**src/rtl/sdc_pkg.sv**
```systemverilog
package sdc_pkg;
  localparam int unsigned VA_W    = 32;
  localparam int unsigned IDX_LSB = 17;

  typedef struct packed {
    logic [31:0] hi;
    logic [31:0] lo;
  } sdc_entry_t;

  typedef enum logic [1:0] {
    PG_2K  = 2'd0,
    PG_4K  = 2'd1,
    PG_8K  = 2'd2,
    PG_8KX = 2'd3
  } pg_size_e;
endpackage

```
**src/rtl/sdc_pack.sv**
```systemverilog
module sdc_pack
  import sdc_pkg::*;
#(
  parameter int unsigned TAG_W = 12
) (
  input  logic [TAG_W-1:0] tag,
  input  logic [31:0]      dlo,
  input  logic [31:0]      dhi,
  output sdc_entry_t       ent
);
  logic unused_fill_bits;
  assign unused_fill_bits = ^{dlo[17:6], dlo[4], dlo[0], dhi[2:0]};

  always_comb begin
    ent             = '0;
    ent.lo[31:24]   = dlo[31:24];
    ent.lo[23]      = dlo[5];
    ent.lo[22]      = dlo[1];
    ent.lo[20:15]   = dlo[23:18];
    ent.lo[TAG_W-1:0] = tag;
    ent.hi[31:3]    = dhi[31:3];
    ent.hi[2]       = dlo[3];
    ent.hi[1]       = dlo[2];
    ent.hi[0]       = 1'b1;
  end
endmodule

```
**src/rtl/sdc_store.sv**
```systemverilog
module sdc_store
  import sdc_pkg::*;
#(
  parameter int unsigned ENTRIES = 8,
  localparam int unsigned IDX_W  = $clog2(ENTRIES)
) (
  input  logic             clk,
  input  logic             rst_n,
  input  logic             wr_en,
  input  logic [IDX_W-1:0] wr_idx,
  input  sdc_entry_t       wr_ent,
  input  logic             inv_en,
  input  logic [IDX_W-1:0] inv_idx,
  input  logic             flush,
  input  logic [IDX_W-1:0] rd_idx,
  output logic             rd_g,
  output sdc_entry_t       rd_ent
);
  sdc_entry_t         mem [ENTRIES];
  logic [ENTRIES-1:0] g_q;
  logic [ENTRIES-1:0] g_nxt;

  for (genvar e = 0; e < ENTRIES; e++) begin : g_valid
    logic hit_wr, hit_inv;
    assign hit_wr   = wr_en  && (wr_idx  == IDX_W'(e));
    assign hit_inv  = inv_en && (inv_idx == IDX_W'(e));
    assign g_nxt[e] = !flush && !hit_inv && (g_q[e] || hit_wr);
  end

  always_ff @(posedge clk or negedge rst_n) begin
    if (!rst_n) g_q <= '0;
    else        g_q <= g_nxt;
  end

  always_ff @(posedge clk) begin
    if (wr_en) mem[wr_idx] <= wr_ent;
  end

  // write-first read view
  assign rd_g   = g_nxt[rd_idx];
  assign rd_ent = (wr_en && (wr_idx == rd_idx)) ? wr_ent : mem[rd_idx];

  AST_FLUSH_EMPTIES: assert property (@(posedge clk) disable iff (!rst_n)
    flush |=> (g_q == '0));
  AST_INV_CLEARS: assert property (@(posedge clk) disable iff (!rst_n)
    inv_en |=> !g_q[$past(inv_idx)]);
  AST_FILL_MARKS: assert property (@(posedge clk) disable iff (!rst_n)
    (wr_en && !flush && !(inv_en && (inv_idx == wr_idx))) |=> g_q[$past(wr_idx)]);
endmodule

```
**src/rtl/sdc_unpack.sv**
```systemverilog
module sdc_unpack
  import sdc_pkg::*;
(
  input  sdc_entry_t  ent,
  input  logic [1:0]  page_size,
  output logic [31:0] dlo,
  output logic [31:0] dhi
);
  logic [5:0] off_mask;
  logic       unused_ent_bits;
  assign unused_ent_bits = ^{ent.lo[21], ent.lo[14:0], ent.hi[0]};

  always_comb begin
    case (pg_size_e'(page_size))
      PG_2K:   off_mask = 6'h3F;
      PG_4K:   off_mask = 6'h3E;
      default: off_mask = 6'h3C;
    endcase
  end

  always_comb begin
    dlo        = '0;
    dlo[31:24] = ent.lo[31:24];
    dlo[23:18] = ent.lo[20:15] & off_mask;
    dlo[6]     = 1'b1;
    dlo[5]     = ent.lo[23];
    dlo[3]     = ent.hi[2];
    dlo[2]     = ent.hi[1];
    dlo[1]     = ent.lo[22];
    dlo[0]     = 1'b1;
    dhi        = {ent.hi[31:3], 3'b000};
  end
endmodule

```
**src/rtl/seg_desc_cache.sv**
```systemverilog
module seg_desc_cache
  import sdc_pkg::*;
#(
  parameter int unsigned ENTRIES = 8,
  localparam int unsigned IDX_W   = $clog2(ENTRIES),
  localparam int unsigned TAG_LSB = IDX_LSB + IDX_W,
  localparam int unsigned TAG_W   = VA_W - TAG_LSB
) (
  input  logic        clk,
  input  logic        rst_n,
  input  logic        fill_en,
  input  logic [31:0] fill_va,
  input  logic [31:0] fill_dlo,
  input  logic [31:0] fill_dhi,
  input  logic        inv_en,
  input  logic [31:0] inv_va,
  input  logic        flush_all,
  input  logic        lk_en,
  input  logic [31:0] lk_va,
  input  logic [1:0]  page_size,
  output logic        rsp_hit,
  output logic [31:0] rsp_dlo,
  output logic [31:0] rsp_dhi
);
  logic unused_va_bits;
  assign unused_va_bits = ^{fill_va[IDX_LSB-1:0], inv_va[VA_W-1:TAG_LSB],
                            inv_va[IDX_LSB-1:0], lk_va[IDX_LSB-1:0]};

  sdc_entry_t  fill_ent, rd_ent;
  logic        rd_g, hit_c, hit_nxt, data_ce;
  logic [31:0] up_dlo, up_dhi, dlo_nxt, dhi_nxt;

  sdc_pack #(.TAG_W(TAG_W)) i_pack (
    .tag (fill_va[VA_W-1:TAG_LSB]),
    .dlo (fill_dlo),
    .dhi (fill_dhi),
    .ent (fill_ent)
  );

  sdc_store #(.ENTRIES(ENTRIES)) i_store (
    .clk     (clk),
    .rst_n   (rst_n),
    .wr_en   (fill_en),
    .wr_idx  (fill_va[TAG_LSB-1:IDX_LSB]),
    .wr_ent  (fill_ent),
    .inv_en  (inv_en),
    .inv_idx (inv_va[TAG_LSB-1:IDX_LSB]),
    .flush   (flush_all),
    .rd_idx  (lk_va[TAG_LSB-1:IDX_LSB]),
    .rd_g    (rd_g),
    .rd_ent  (rd_ent)
  );

  sdc_unpack i_unpack (
    .ent       (rd_ent),
    .page_size (page_size),
    .dlo       (up_dlo),
    .dhi       (up_dhi)
  );

  // next-state
  always_comb begin
    hit_c   = rd_g && (rd_ent.lo[TAG_W-1:0] == lk_va[VA_W-1:TAG_LSB]);
    hit_nxt = lk_en && hit_c;
    dlo_nxt = hit_nxt ? up_dlo : '0;
    dhi_nxt = hit_nxt ? up_dhi : '0;
    data_ce = hit_nxt || rsp_hit;
  end

  // registers
  always_ff @(posedge clk or negedge rst_n) begin
    if (!rst_n) begin
      rsp_hit <= 1'b0;
      rsp_dlo <= '0;
      rsp_dhi <= '0;
    end else begin
      rsp_hit <= hit_nxt;
      if (data_ce) begin
        rsp_dlo <= dlo_nxt;
        rsp_dhi <= dhi_nxt;
      end
    end
  end

  AST_HIT_NEEDS_REQ: assert property (@(posedge clk) disable iff (!rst_n)
    rsp_hit |-> $past(lk_en));
  AST_MISS_QUIET: assert property (@(posedge clk) disable iff (!rst_n)
    !rsp_hit |-> (rsp_dlo == '0 && rsp_dhi == '0));
  AST_WRITE_FIRST: assert property (@(posedge clk) disable iff (!rst_n)
    (lk_en && fill_en && (lk_va == fill_va) && !flush_all && !inv_en) |=> rsp_hit);
  AST_VP_FORCED: assert property (@(posedge clk) disable iff (!rst_n)
    rsp_hit |-> (rsp_dlo[6] && rsp_dlo[0] && rsp_dhi[2:0] == 3'b000));
endmodule

```
**config.mk**
```make
export PLATFORM = sky130hd
export DESIGN_NAME = seg_desc_cache
export DESIGN_NICKNAME = d
export VERILOG_FILES = /design/src/rtl/sdc_pkg.sv /design/src/rtl/sdc_pack.sv /design/src/rtl/sdc_store.sv /design/src/rtl/sdc_unpack.sv /design/src/rtl/seg_desc_cache.sv
export SDC_FILE = /design/constraint.sdc
export NUM_CORES = 1
export LEC_CHECK = 0
export ABC_CLOCK_PERIOD_IN_PS = 3300
export BUFFER_PORTS_ARGS = -buffer_cell sky130_fd_sc_hd__buf_2
export CAP_MARGIN = 0
export CELL_PAD_IN_SITES_DETAIL_PLACEMENT = 1
export CELL_PAD_IN_SITES_GLOBAL_PLACEMENT = 2
export CORE_MARGIN = 8
export CORE_UTILIZATION = 45
export DETAILED_ROUTE_END_ITERATION = 10
export PLACE_DENSITY = 0.91
export SKIP_LAST_GASP = 1
export SYNTH_ARGS = -nofsm -noshare
export SYNTH_HDL_FRONTEND = slang
export SYNTH_HIERARCHICAL = 1
export SYNTH_SLANG_ARGS = --single-unit
```
**constraint.sdc**
```tcl
create_clock -name clk -period 3.3 [get_ports clk]
set_input_delay 0.495 -clock clk [delete_from_list [all_inputs] [get_ports clk]]
set_output_delay 0.495 -clock clk [all_outputs]
set_load 0.02 [all_outputs]
```
== After elaboration in Yosys (flattened, before gate mapping) ==
Memories as Yosys holds them, arrays and structs flattened.
Cells that the tools add are included.

* $lt $le $gt $ge: 1
* Multiplexer cells: 8
* Equal/unequal tests: 17
* Reduce and logical (&&, ||, !) cells: 56
* Bitwise operators: 1

{| class="wikitable"
|+ Operators with widths
! cell !! count
|-
| $mux 32 || 2
|-
| $mux 64 || 1
|-
| $logic_and 1x1->1 || 35
|-
| $eq 3x3->1 const B || 8
|-
| $eq 12x12->1 || 1
|-
| $eq 3x2->1 const B || 4
|-
| $logic_not 1->1 || 9
|-
| $logic_or 1x1->1 || 9
|-
| $and 6x6->6 || 1
|-
| $eq 3x1->1 const B || 2
|-
| $logic_not 3->1 || 2
|-
| $lt 3x4->1 const B || 1
|-
| $pmux 2 s2 || 1
|-
| $bmux 1 s3 || 1
|-
| $eq 3x3->1 || 1
|-
| $mux 1 || 3
|-
| $eq 2x1->1 const B || 1
|-
| $logic_not 2->1 || 1
|}

* Logic and storage cells: 88
* Flip-flop bits (word level): 73
* Input bits: 168
* Output and inout bits: 65
* Memory bits (writable): 472
* Memories kept: 1

{| class="wikitable"
|+ Memories
! name !! words !! bits a word !! rd ports !! clocked after memory_dff !! wr ports !! RTL line !! text
|-
| i_store.mem || 8 || 59 || 1 || 0 || 1 || sdc_store.sv:19 || <nowiki>sdc_entry_t mem [ENTRIES];</nowiki>
|}

== Longest topological paths before layout ==
Gate-level depths: netlist (run 1).

* Word-level depth: 10
* Depth in mapped cells: 14
* Mapped depth without buffers: 8

== Modules after synthesis ==
Netlist (run 1), hierarchy kept.

{| class="wikitable"
|+ Modules (own cells, without submodules)
! module !! instances !! cells each !! seq. area each (um^2) !! area each (um^2)
|-
| sdc_store || 1 || 948 || 15,574.9 || 20,320.7
|-
| seg_desc_cache || 1 || 225 || 1,626.6 || 3,165.5
|-
| sdc_unpack || 1 || 66 || 0.0 || 491.7
|-
| sdc_pack || 1 || 66 || 0.0 || 488.0
|}

== Worst setup path before layout (run 1) ==
OpenSTA, ideal clock, no wires.

* Path kind: in2reg
* From: input fill_va[19]
* To: register rsp_dhi[0]
* Path buffers: 3
* Stages: 10
* Setup time: 0.125 ns
* Data required time: 3.175 ns
* Arrival: 8.931 ns
* Path slack: -5.756 ns
* Path through: clkbuf_2 -> nor4b_1 -> o2111ai_1 -> nand4_1 -> or3_1 -> and3_1 -> nand4_1 -> buf_4 -> buf_6 -> mux2_4

* Longest elaborated chain between the ends: 9
* Elaborated cells between the ends (all ways): 41
* Those cells by class: 9 x eq/ne; 3 x mux; 29 x reduce/logical

{| class="wikitable"
|+ Ends and longest elaborated chain
! element !! RTL line !! text
|-
| start, declared || seg_desc_cache.sv:12 || <nowiki>input logic [31:0] fill_va,</nowiki>
|-
| $eq 3x1->1 (tied with other cells) || sdc_store.sv:25 || <nowiki>assign hit_wr = wr_en && (wr_idx == IDX_W'(e));</nowiki>
|-
| $logic_and 1x1->1 || sdc_store.sv:25 ||
|-
| $logic_or 1x1->1 || sdc_store.sv:27 || <nowiki>assign g_nxt[e] = !flush && !hit_inv && (g_q[e] || hit_wr);</nowiki>
|-
| $logic_and 1x1->1 || sdc_store.sv:27 ||
|-
| $bmux 1 s3 (*) || sdc_store.sv:40 || <nowiki>assign rd_g = g_nxt[rd_idx];</nowiki>
|-
| $mux 1 (not written as such) (*) || sdc_store.sv:40 ||
|-
| named net rd_g || seg_desc_cache.sv:30 || <nowiki>logic rd_g, hit_c, hit_nxt, data_ce;</nowiki>
|-
| $logic_and 1x1->1 (*) || seg_desc_cache.sv:63 || <nowiki>hit_c = rd_g && (rd_ent.lo[TAG_W-1:0] == lk_va[VA_W-1:TAG_LSB]);</nowiki>
|-
| $logic_and 1x1->1 (*) || seg_desc_cache.sv:64 || <nowiki>hit_nxt = lk_en && hit_c;</nowiki>
|-
| $logic_or 1x1->1 (*) || seg_desc_cache.sv:67 || <nowiki>data_ce = hit_nxt || rsp_hit;</nowiki>
|-
| end signal, assigned || seg_desc_cache.sv:80 || <nowiki>rsp_dhi <= dhi_nxt;</nowiki>
|-
| end, declared || seg_desc_cache.sv:23 || <nowiki>output logic [31:0] rsp_dhi</nowiki>
|}

Mark *: on every way through the listed nets, which the timed path passes. The rest lies on a longest branch. The select of a mux whose other input is x is not followed.
A chain may end at the register's enable or synchronous reset.

==> metrics.md, run 1 <==
| Metric | Value |
|---|---|
| Overflow after GRT | 0 |
| CTS Root Cell | clkbuf_16 |
| RSZ-0062 raised after global routing | no |
| Required time of the critical path | 3.78 ns |
| Largest net degree at the start of global routing | 75 |
| Max Clock Skew | 0.0240 ns |
| Initial Util | 0.456 |
| Syn Inst Count | roughly 1200 |
| CORE AREA | 50200 µm² |
| Register area | 16000 µm² |
| Setup crit start kind | register |
| GPL Wtd Cong | 0.720 |
| Ys Warns | 6 |
| Final HPWL DP | 28900 µm |
| Die width | roughly 240 µm |
| Worst-Skew Late Latency | 0.60 ns |
| Clock-pin slew on the worst setup and hold paths | ~0.06 ns |
| Worst slew margin relative to its limit | 0.274 |
| Clock power frac | 0.410 |
| Footprint of the multi-input gates | 5710 µm² |
| Crit-path slowest cell | mux4_2 |
| Power per cell area | about 570 nW/µm² |
| Layout area overhead | 11.1% |
| Cell mode on critical path | buf_12 |
| Count of pins over their slew limit | 0 |
| Final net count | roughly 1500 |
| CP Class | register to register |
| Mapped cell area | between 20000 and 25000 µm² |
| P_int | 11.5 mW |
| Syn_area_per_cell | 18.6 µm² |
| VDD IR max | 0.357 mV |
| I/O pin total | 233 |
| Comb pwr share | 0.058 |
| Routed vias/inst | ~5.4 |
| Fmax | 344 MHz |
| Initial DRC count | approximately 940 |
| CTS H-tree lvls | 2 |
| Max capacitance violation total | 0 |
| Share of cells above drive strength 1 | 0.344 |
| Final period demand of the worst path | approximately 2.9 ns |
| Total Neg Setup Slack | 0 ns |
| FILL cells | 4575 |
| Final-report setup violation count | 0 |
| IO Port Bufs | 152 |
| Worst-Margin Slew | between 1 and 1.5 ns |
| Fin. Hold Viols | 0 |
| Clock Tree Buf Depth | 3 |
| Crit path DAT | about 3.4 ns |
| Switching part of the total power | 0.211 |
| CP Cell Sequence | mux4_2 -> mux2i_1 -> a21oi_1 -> xor2_1 -> nor4_1 -> nand4_1 -> buf_12 -> buf_12 -> mux2_4 |
| Routed WL per cell | between 20 and 25 µm |
| Status | complete, no violations |
| First-pass GRT wire length | 77100 µm |
| Num rows | 82 |
| DRC | 0 |
| Vias | between 10000 and 15000 |
| Sink Count | 545 |
| CTS tree | yes |
| Util after Layout | 0.507 |
| Vias in the first global route | between 10000 and 15000 |
| Flop pwr share | 0.532 |
| Largest stage delay on the critical path | 0.48 ns |
| CTS buffer count | 55 |
| GRT Resource Usage Total | 0.172 |
| Die area | 58400 µm² |
| Die Y | 242 µm |
| Initial antenna violation count | 6 |
| Final ANT Viol Nets | 0 |
| Switching power total | 3.08 mW |
| Setup ws final | around 0.39 ns |
| Post-CTS setup buffer count | 0 |
| First-pass DRT Iterations | 5 |
| Worst Hold Class | input pin to register |
| Crit. End Element | register |
| CP Max Fanout | 23 |
| Fin crit share | 0.881 |
| Setup WS pre-CTS | -0.128 ns |
| P_leak | around 9.5 nW |
| Final WL | 50400 µm |
-- layer usage --
metal	track usage	vias to the layer above	share of wire
met4	0.0525	6	0.021
met3	0.0323	72	0.051
li1	-	4794	-
met2	0.297	288	0.51
met5	0	-	0.00077
met1	0.218	5768	0.41
-- path summary, 6_finish.rpt --
kind | startpoint | end | slack (ns) | cells after the start
worst max-delay path | i_store/mem[7][5]$_DFFE_PP_ | rsp_dlo[29]$_DFFE_PN0P_ | 0.39 | 9
worst max register to register | i_store/mem[7][5]$_DFFE_PP_ | rsp_dlo[29]$_DFFE_PN0P_ | 0.39 | 9
max in group asynchronous | rst_n | i_store/g_q[3]$_DFF_PN0_ | 2.13 | 3
worst min register to register | i_store/g_q[6]$_DFF_PN0_ | i_store/g_q[6]$_DFF_PN0_ | 0.54 | 2
worst min-delay path | fill_dhi[24] | i_store/mem[1][56]$_DFFE_PP_ | 0.19 | 1
min in group asynchronous | rst_n | rsp_dlo[31]$_DFFE_PN0P_ | 0.49 | 2
-- stage by stage --
step           power (mW)  instance area, µm²  hold slack, ns  cells
2_1_floorplan        8.61               23100           0.199   1248
3_3_place_gp         8.68               23700           0.511   1918
3_5_place_dp         8.74               23700           0.524   1918
4_1_cts              14.7               25400           0.147   2019
5_1_grt              15.0               25400           0.181   2020
6_report             14.6               25500           0.187   2023
-- power by group through the flow --
| stage | clock [mW] | sequential (mW) | combinational [mW] |
|---|---|---|---|
| floorplan | 0 | 7.87 | 0.732 |
| global placement | 0 | 7.87 | 0.805 |
| detailed placement | 0 | 7.90 | 0.845 |
| CTS | 6.12 | 7.76 | 0.853 |
| global route | 6.34 | 7.77 | 0.908 |
| finish | 5.98 | 7.75 | 0.838 |
-- placed cells by master, fill, tap and decap left out, drive strengths merged, types with 3 or more instances in the layout --
master   instances
diode            4
xor2            11
mux2i           59
o21ai            4
nand2            3
a21oi           59
nor2b           68
inv              5
xnor2            4
nand4            3
nor4bb           3
mux2            64
buf            187
mux4           118
clkinv          25
o32ai            4
edfxtp         472
conb            17
bufinv           4
and4b            3
o2111ai          4
clkbuf          69
nor2            69
dfrtp           73
-- worst max-delay path, delay by kind of cell, from the launching register on --
family / cells / cell delay (ns)
AND/OR/NAND/NOR: 2 / 0.63
XOR/XNOR: 1 / 0.15
multiplexers: 3 / 1.07
AO/OA/AOI/OAI: 1 / 0.14
flip-flops: 1 / 0.37
buffers and inverters: 2 / 0.40
-- layout make-up --
class                   count  area share
multi-input cells         510       0.225
inverters                   3    0.000442
clock inverters            32      0.0106
clock buffers              68      0.0572
well taps                 672      0.0330
flip-flops and latches    545       0.629
repair buffers            189      0.0451
diodes                      4    0.000393
-- flip-flops by register name, indices dropped and copies added (netlist names) --
name         flops
rsp_dhi         32
rsp_dlo         32
i_store/g_q      8
rsp_hit          1
i_store/mem    472
-- what timing repair did --
| action | in CTS | in global routing |
|---|---|---|
| hold endpoints to repair | 44 | 0 |
| hold buffers | 1 | 0 |
| gates resized for setup | 0 | 0 |
No activity file was read; power rests on OpenSTA's default activity.
==> run 2: changes to the inputs <==
--- a/config.mk
+++ b/config.mk
@@ -9,11 +9,12 @@
 export BUFFER_PORTS_ARGS = -buffer_cell sky130_fd_sc_hd__buf_2
 export CAP_MARGIN = 0
 export CELL_PAD_IN_SITES_DETAIL_PLACEMENT = 1
-export CELL_PAD_IN_SITES_GLOBAL_PLACEMENT = 2
+export CELL_PAD_IN_SITES_GLOBAL_PLACEMENT = 1
 export CORE_MARGIN = 8
-export CORE_UTILIZATION = 45
+export CORE_UTILIZATION = 51
 export DETAILED_ROUTE_END_ITERATION = 10
-export PLACE_DENSITY = 0.91
+export PLACE_DENSITY = 0.9
+export REMOVE_ABC_BUFFERS = 1
 export SKIP_LAST_GASP = 1
 export SYNTH_ARGS = -nofsm -noshare
 export SYNTH_HDL_FRONTEND = slang
==> run 2 against run 1 <==
  * Utilization grew 6.6 points
  * Fmax fell by 3.5%
  * Clock power rose by 2%
  * Global-route usage rose by 2.4 points
  * Design area is 0.23% lower
  * Largest cell class unchanged
  * Largest power group unchanged
==> metrics.md, run 2 (same netlist as run 1, synthesis figures left out) <==
| Metric | Value |
|---|---|
| Top Registers | i_store/mem: 472 flops, rsp_dhi: 32 flops, rsp_dlo: 32 flops |
| Final-report setup violation count | 0 (unchanged) |
| Crit. End Element | register |
| Flop2flop setup slack | 0.29 ns (-0.11 ns) |
| Non-Filler Instances | 1945 (-3.9%) |
| Total Neg Setup Slack | 0 ns (unchanged) |
| Final WL | 51600 µm (+2.4%) |
| Status | complete, no violations |
| Sink Count | 545 (unchanged) |
| RSZ-0062 raised after global routing | no |
| Clock-pin slew on the worst setup and hold paths | 0.06 ns (about the same) |
| CP Max Fanout | 16 (-30%) |
| DRC | 0 (unchanged) |
| Cell count of the worst hold path | 1 (unchanged) |
| Cells on worst reg2reg path | 10 (+1) |
| Layout area overhead | 10.9% |
| GRT Resource Usage Total | 0.196 (+0.0241) |
| Die width | 228 µm (-5.7%) |
| Max FFs per register | 472 (unchanged) |
| First-pass GRT wire length | 78300 µm (+1.6%) |
| Vias in the first global route | 12600 (+1.9%) |
| Max capacitance violation total | 0 (unchanged) |
| P_leak | 9.53 nW (+0.15%) |
| First-pass DRT Iterations | 5 (unchanged) |
| Worst slew margin relative to its limit | 0.245 (-0.0291) |
| Setup crit start kind | register |
| Reg with most FFs | i_store/mem |
| Post-DP Area | 23600 µm² (-0.50%) |
| Max Clock Skew | 0.0175 ns (-0.00653 ns) |
| VDD IR max | 0.584 mV (+64%) |
| IO Port Bufs | 152 (unchanged) |
| Count of pins over their slew limit | 0 (unchanged) |
| Die area | 51900 µm² (-11%) |
| Initial DRC count | 805 (-14%) |
| Buf/Inv on CP | 3 (+1) |
| Vias | 11200 (+2.1%) |
| Post-route cell area | 25400 µm² (-0.23%) |
| CP Class | register to register |
| Cell mode on critical path | buf_12 |
| Die Y | 228 µm (-5.7%) |
| Crit-path slowest cell | mux4_2 |
| Required time of the critical path | 3.77 ns (about the same) |
| Worst-Skew Late Latency | 0.59 ns (about the same) |
| Final ANT Viol Nets | 0 (unchanged) |
| Initial antenna violation count | 7 (+1) |
| Inst Count DP | 1838 (-4.2%) |
| GPL Wtd Cong | 0.782 (+8.6%) |
| RR Startpoint | i_store/mem[4][0]$_DFFE_PP_ |
| CP Cell Sequence | mux4_2 -> mux2i_1 -> a21oi_1 -> xor2_1 -> nor4_1 -> buf_4 -> nand4_1 -> buf_12 -> buf_12 -> mux2_4 |
| Worst r2r dst | rsp_dhi[15]$_DFFE_PN0P_ |
| CORE AREA | 44300 µm² (-12%) |
| WHS | 0.195 ns (+0.00898 ns) |
| Initial Util | 0.517 (+0.0603) |
| CTS H-tree lvls | 2 (unchanged) |
| I/O pin total | 233 (unchanged) |
| Final HPWL DP | 29300 µm (+1.5%) |
| Final period demand of the worst path | 3.01 ns (+0.107 ns) |
| Largest net degree at the start of global routing | 61 (-19%) |
| Hold Path End | i_store/mem[1][40]$_DFFE_PP_ |
| CTS Root Cell | clkbuf_16 |
| Overflow after GRT | 0 (unchanged) |
| Crit path DAT | 3.48 ns (+0.10 ns) |
| Hold Startpoint | fill_dhi[8] |
| Routed WL per cell | 26.5 µm (+6.5%) |
| CTS tree | yes |
| Num rows | 77 (-6.1%) |
| FILL cells | 3941 (-14%) |
| Worst Hold Class | input pin to register |
| Util after Layout | 0.573 (+0.0657) |
| CTS buffer count | 55 (unchanged) |
| Most frequent cells in the layout | 472 x edfxtp_1, 148 x buf_2, 118 x mux4_2, 72 x dfrtp_1, 69 x nor2_1 |
| Total design power | 14.7 mW (+0.92%) |
| Setup ws final | 0.287 ns (-0.107 ns) |
| Setup WS pre-CTS | -0.229 ns (-0.101 ns) |
| Fin. Hold Viols | 0 (unchanged) |
| Final net count | 1472 (unchanged) |
| CP top delay family | multiplexers |
| Largest stage delay on the critical path | 0.48 ns (about the same) |
| Routed vias/inst | 5.74 (+6.2%) |
| Fin crit share | 0.913 (+0.0324) |
| Most common cell after layout, fill and taps aside | edfxtp_1 |
| Share of cells above drive strength 1 | 0.346 (+0.00246) |
| Worst-Margin Slew | 1.13 ns (+0.0436 ns) |
| Clock Tree Buf Depth | 3 (unchanged) |
| Power per cell area | 579 nW/µm² (+1.2%) |
| Fmax | 332 MHz (-3.5%) |
[run 2: cell types whose count changed in the layout (fill, tap and decap cells not counted), sizes merged]
cell / previous run / this run
clkinvlp: 1 / 3
inv: 5 / 3
clkinv: 25 / 24
clkbuf: 69 / 73
bufinv: 4 / 3
[run 2: cell type report]
class	instances	area, µm²	area share
inverters	3	11.3	0.000443
multi-input cells	510	5710	0.225
well taps	592	741	0.0292
repair buffers	189	1140	0.0447
clock inverters	30	231	0.00912
diodes	4	10.0	0.000394
clock buffers	72	1550	0.0612
flip-flops and latches	545	16000	0.630
[run 2: power by group]
part	internal [mW]	switching [mW]	leakage [nW]
Clock	3.54	2.57	0.883
Sequential	7.70	0.0534	5.30
Combinational	0.351	0.490	3.34
Total	11.6	3.11	9.53
[run 2: what timing repair did]
item | in CTS | in global routing
setup buffers | 0 | 0
hold buffers | 1 | 0
gates resized for setup | 0 | 0
endpoints found under the hold margin | 23 | 0
[run 2: layer usage]
| layer | track usage | wire [µm] | part of all wire | up-vias |
|---|---|---|---|---|
| met2 | 0.336 | 26400 | 0.51 | 352 |
| met5 | 0 | 23 | 0.00045 | - |
| met1 | 0.253 | 21200 | 0.41 | 5899 |
| li1 | - | - | - | 4808 |
| met3 | 0.0367 | 2810 | 0.054 | 98 |
| met4 | 0.0569 | 1230 | 0.024 | 4 |
[run 2: worst max-delay path by stage]
stage                                            from                       to  cells past startpoint
after floorplan                           fill_va[18]  rsp_dhi[25]$_DFFE_PN0P_                      7
after global placement                      lk_va[17]  rsp_dlo[30]$_DFFE_PN0P_                     11
after detailed placement                    lk_va[17]  rsp_dlo[30]$_DFFE_PN0P_                     11
after CTS                 i_store/mem[4][0]$_DFFE_PP_  rsp_dhi[15]$_DFFE_PN0P_                     10
after global routing      i_store/mem[4][0]$_DFFE_PP_  rsp_dhi[18]$_DFFE_PN0P_                     10
final                     i_store/mem[4][0]$_DFFE_PP_  rsp_dhi[15]$_DFFE_PN0P_                     10
[run 2: worst reg2reg max path: stages, from the launching register on]
cell	delay, ns
edfxtp_1	0.39
mux4_2	0.48
mux2i_1	0.16
a21oi_1	0.12
xor2_1	0.16
nor4_1	0.39
buf_4	0.19
nand4_1	0.24
buf_12	0.27
buf_12	0.18
mux2_4	0.32
==> run 3: changes to the inputs <==
--- a/config.mk
+++ b/config.mk
@@ -11,9 +11,10 @@
 export CELL_PAD_IN_SITES_DETAIL_PLACEMENT = 1
 export CELL_PAD_IN_SITES_GLOBAL_PLACEMENT = 1
 export CORE_MARGIN = 8
-export CORE_UTILIZATION = 51
+export CORE_UTILIZATION = 53
+export CTS_BUF_LIST = sky130_fd_sc_hd__clkbuf_8
 export DETAILED_ROUTE_END_ITERATION = 10
-export PLACE_DENSITY = 0.9
+export PLACE_DENSITY = 0.93
 export REMOVE_ABC_BUFFERS = 1
 export SKIP_LAST_GASP = 1
 export SYNTH_ARGS = -nofsm -noshare
==> run 3 against run 2 <==
  * Clock-buffer cell count increased by 24
  * Via count is 0.86% higher
  * Worst setup slack better by 0.15 ns
  * Hold slack worse by 0.13 ns
  * Design area is 0.71% lower
  * Die area shrank 3.5%
  * Sequential power is essentially flat
  * First-iteration DRC count is 5.6% lower
  * Global-route usage rose by 0.67 points
  * Register-to-register slack better by 0.15 ns
  * Sequential cell count is the same
  * Fmax is 5.1% higher
  * Largest power group unchanged
  * Highest routed layer unchanged
==> metrics.md, run 3 (same netlist as run 1, synthesis figures left out) <==
| Metric | Value |
|---|---|
| Final period demand of the worst path | 2.87 ns (-0.147 ns) |
| CTS H-tree lvls | 3 (+1) |
| Worst slew margin relative to its limit | 0.269 (+0.0236) |
| GRT Resource Usage Total | 0.203 (+0.00674) |
| GPL Wtd Cong | 0.788 (+0.74%) |
| CP top delay family | multiplexers |
| Number of hold buffers added after CTS | 0 (-1) |
| Most common cell after layout, fill and taps aside | edfxtp_1 |
| CTS buffer count | 86 (+56%) |
| Share of cells above drive strength 1 | 0.352 (+0.00609) |
| IO Port Bufs | 152 (unchanged) |
| Worst Hold Class | input pin to async pin |
| Max Clock Skew | 0.0207 ns (+0.00320 ns) |
| VDD IR max | 0.442 mV (-24%) |
| Num rows | 76 (-1.3%) |
| Final net count | 1505 (+2.2%) |
| Crit. End Element | register |
| Initial DRC count | 760 (-5.6%) |
| Clock-pin slew on the worst setup and hold paths | 0.06 ns (about the same) |
| Initial Util | 0.534 (+0.0172) |
| Count of pins over their slew limit | 0 (unchanged) |
| Post-route cell area | 25200 µm² (-0.71%) |
| Status | complete, no violations |
| Reg with most FFs | i_store/mem |
| Largest stage delay on the critical path | 0.49 ns (about the same) |
| Vias | 11300 (+0.86%) |
| Final-report setup violation count | 0 (unchanged) |
| Setup crit start kind | register |
| Routed WL per cell | 25.3 µm (-4.8%) |
| Clock Tree Buf Depth | 3 (unchanged) |
| CP Cell Sequence | mux4_2 -> mux2i_1 -> a21oi_1 -> xor2_1 -> nor4_1 -> buf_4 -> nand4_1 -> buf_12 -> buf_4 -> mux2_4 |
| Cell mode on critical path | buf_4 |
| Top Registers | i_store/mem: 472 flops, rsp_dhi: 32 flops, rsp_dlo: 32 flops |
| Final ANT Viol Nets | 0 (unchanged) |
| Layout area overhead | 10.1% |
| Required time of the critical path | 3.80 ns (+0.03 ns) |
| Overflow after GRT | 0 (unchanged) |
| Max capacitance violation total | 0 (unchanged) |
| CTS Root Cell | clkbuf_8 |
| Die Y | 224 µm (-1.8%) |
| CP Max Fanout | 7 (-9) |
| First-pass DRT Iterations | 4 (-1) |
| Worst-Margin Slew | 1.10 ns (-0.0354 ns) |
| CORE AREA | 42900 µm² (-3.2%) |
| Final HPWL DP | 29700 µm (+1.2%) |
| Vias in the first global route | 12700 (+0.47%) |
| Buf/Inv on CP | 3 (unchanged) |
| Routed vias/inst | 5.64 (-1.8%) |
| Max FFs per register | 472 (unchanged) |
| Die width | 224 µm (-1.8%) |
| Sink Count | 545 (unchanged) |
| First-pass GRT wire length | 76500 µm (-2.3%) |
| Flop2flop setup slack | 0.43 ns (+0.15 ns) |
| Power per cell area | 552 nW/µm² (-4.8%) |
| Fin crit share | 0.868 (-0.0446) |
| CTS tree | yes |
| I/O pin total | 233 (unchanged) |
| Fin. Hold Viols | 0 (unchanged) |
| Largest net degree at the start of global routing | 74 (+21%) |
| Post-DP Area | 23600 µm² (about the same) |
| Initial antenna violation count | 7 (unchanged) |
| DRC | 0 (unchanged) |
| Die area | 50100 µm² (-3.5%) |
| Util after Layout | 0.588 (+0.0149) |
| P_leak | 9.59 nW (+0.62%) |
| CTS resizes | 0 (unchanged) |
| Crit-path slowest cell | mux4_2 |
| Most frequent cells in the layout | 472 x edfxtp_1, 148 x buf_2, 118 x mux4_2, 97 x clkbuf_8, 72 x dfrtp_1 |
| Worst-Skew Late Latency | 0.63 ns (+0.04 ns) |
| Final WL | 50400 µm (-2.3%) |
| Fmax | 349 MHz (+5.1%) |
| Crit path DAT | 3.36 ns (-0.12 ns) |
| Post-CTS setup buffer count | 0 (unchanged) |
| RSZ-0062 raised after global routing | no |
| CP Class | register to register |
[run 3: cell types whose count changed in the layout (fill, tap and decap cells not counted), moves of 2 or more]
cell       previous run  this run
buf_4                32        36
bufinv_16             3         1
clkbuf_1              8         0
clkbuf_16            57         0
clkbuf_8              8        97
clkinv_1              7        16
clkinv_2             15        12
clkinv_4              2         0
inv_1                 3        33
[run 3: worst paths after layout]
path / start / end / depth (start not counted)
setup / recovery: i_store/mem[7][0]$_DFFE_PP_ / rsp_dhi[18]$_DFFE_PN0P_ / 10
max in group asynchronous: rst_n / rsp_hit$_DFF_PN0_ / 1
hold reg to reg: i_store/g_q[6]$_DFF_PN0_ / i_store/g_q[6]$_DFF_PN0_ / 2
setup reg to reg: i_store/mem[7][0]$_DFFE_PP_ / rsp_dhi[18]$_DFFE_PN0P_ / 10
min in group clk: fill_va[30] / i_store/mem[4][10]$_DFFE_PP_ / 1
hold / removal: rst_n / rsp_dlo[4]$_DFFE_PN0P_ / 1
[run 3: area by class of cell]
class                   count  area, µm²
fillers                  3794      17700
clock inverters            63        293
diodes                      4       10.0
clock buffers              96       1320
inverters                   3       11.3
well taps                 585        732
repair buffers            191       1140
multi-input cells         510       5710
flip-flops and latches    545      16000
[run 3: routing by layer]
| layer | vias to the layer above | GRT usage | part of all wire |
|---|---|---|---|
| li1 | 4880 | - | - |
| met1 | 5965 | 0.250 | 0.40 |
| met2 | 325 | 0.353 | 0.52 |
| met3 | 81 | 0.0437 | 0.054 |
| met4 | 6 | 0.0680 | 0.020 |
| met5 | - | 0 | 0.00083 |
[run 3: metrics by stage]
| stage | TNS [ns] | power, mW | hold slack [ns] | setup slack, ns | cells |
|---|---|---|---|---|---|
| CTS | 0 | 14.1 | 0.0625 | 0.451 | 1993 |
| finish | 0 | 13.9 | 0.0699 | 0.434 | 1997 |
| global placement | 0 | 8.66 | 0.511 | 0.0548 | 1834 |
| detailed placement | -2.54 | 8.74 | 0.521 | -0.0708 | 1834 |
| global route | 0 | 14.4 | 0.110 | 0.327 | 1996 |
| floorplan | -1430.52 | 8.31 | 0.199 | -8.13 | 1058 |
[run 3: power by group]
part           switching, mW  internal, mW  total [mW]  leakage (nW)
Clock                   2.56          2.75        5.31         0.937
Sequential            0.0542          7.71        7.76          5.30
Combinational          0.484         0.351       0.835          3.35
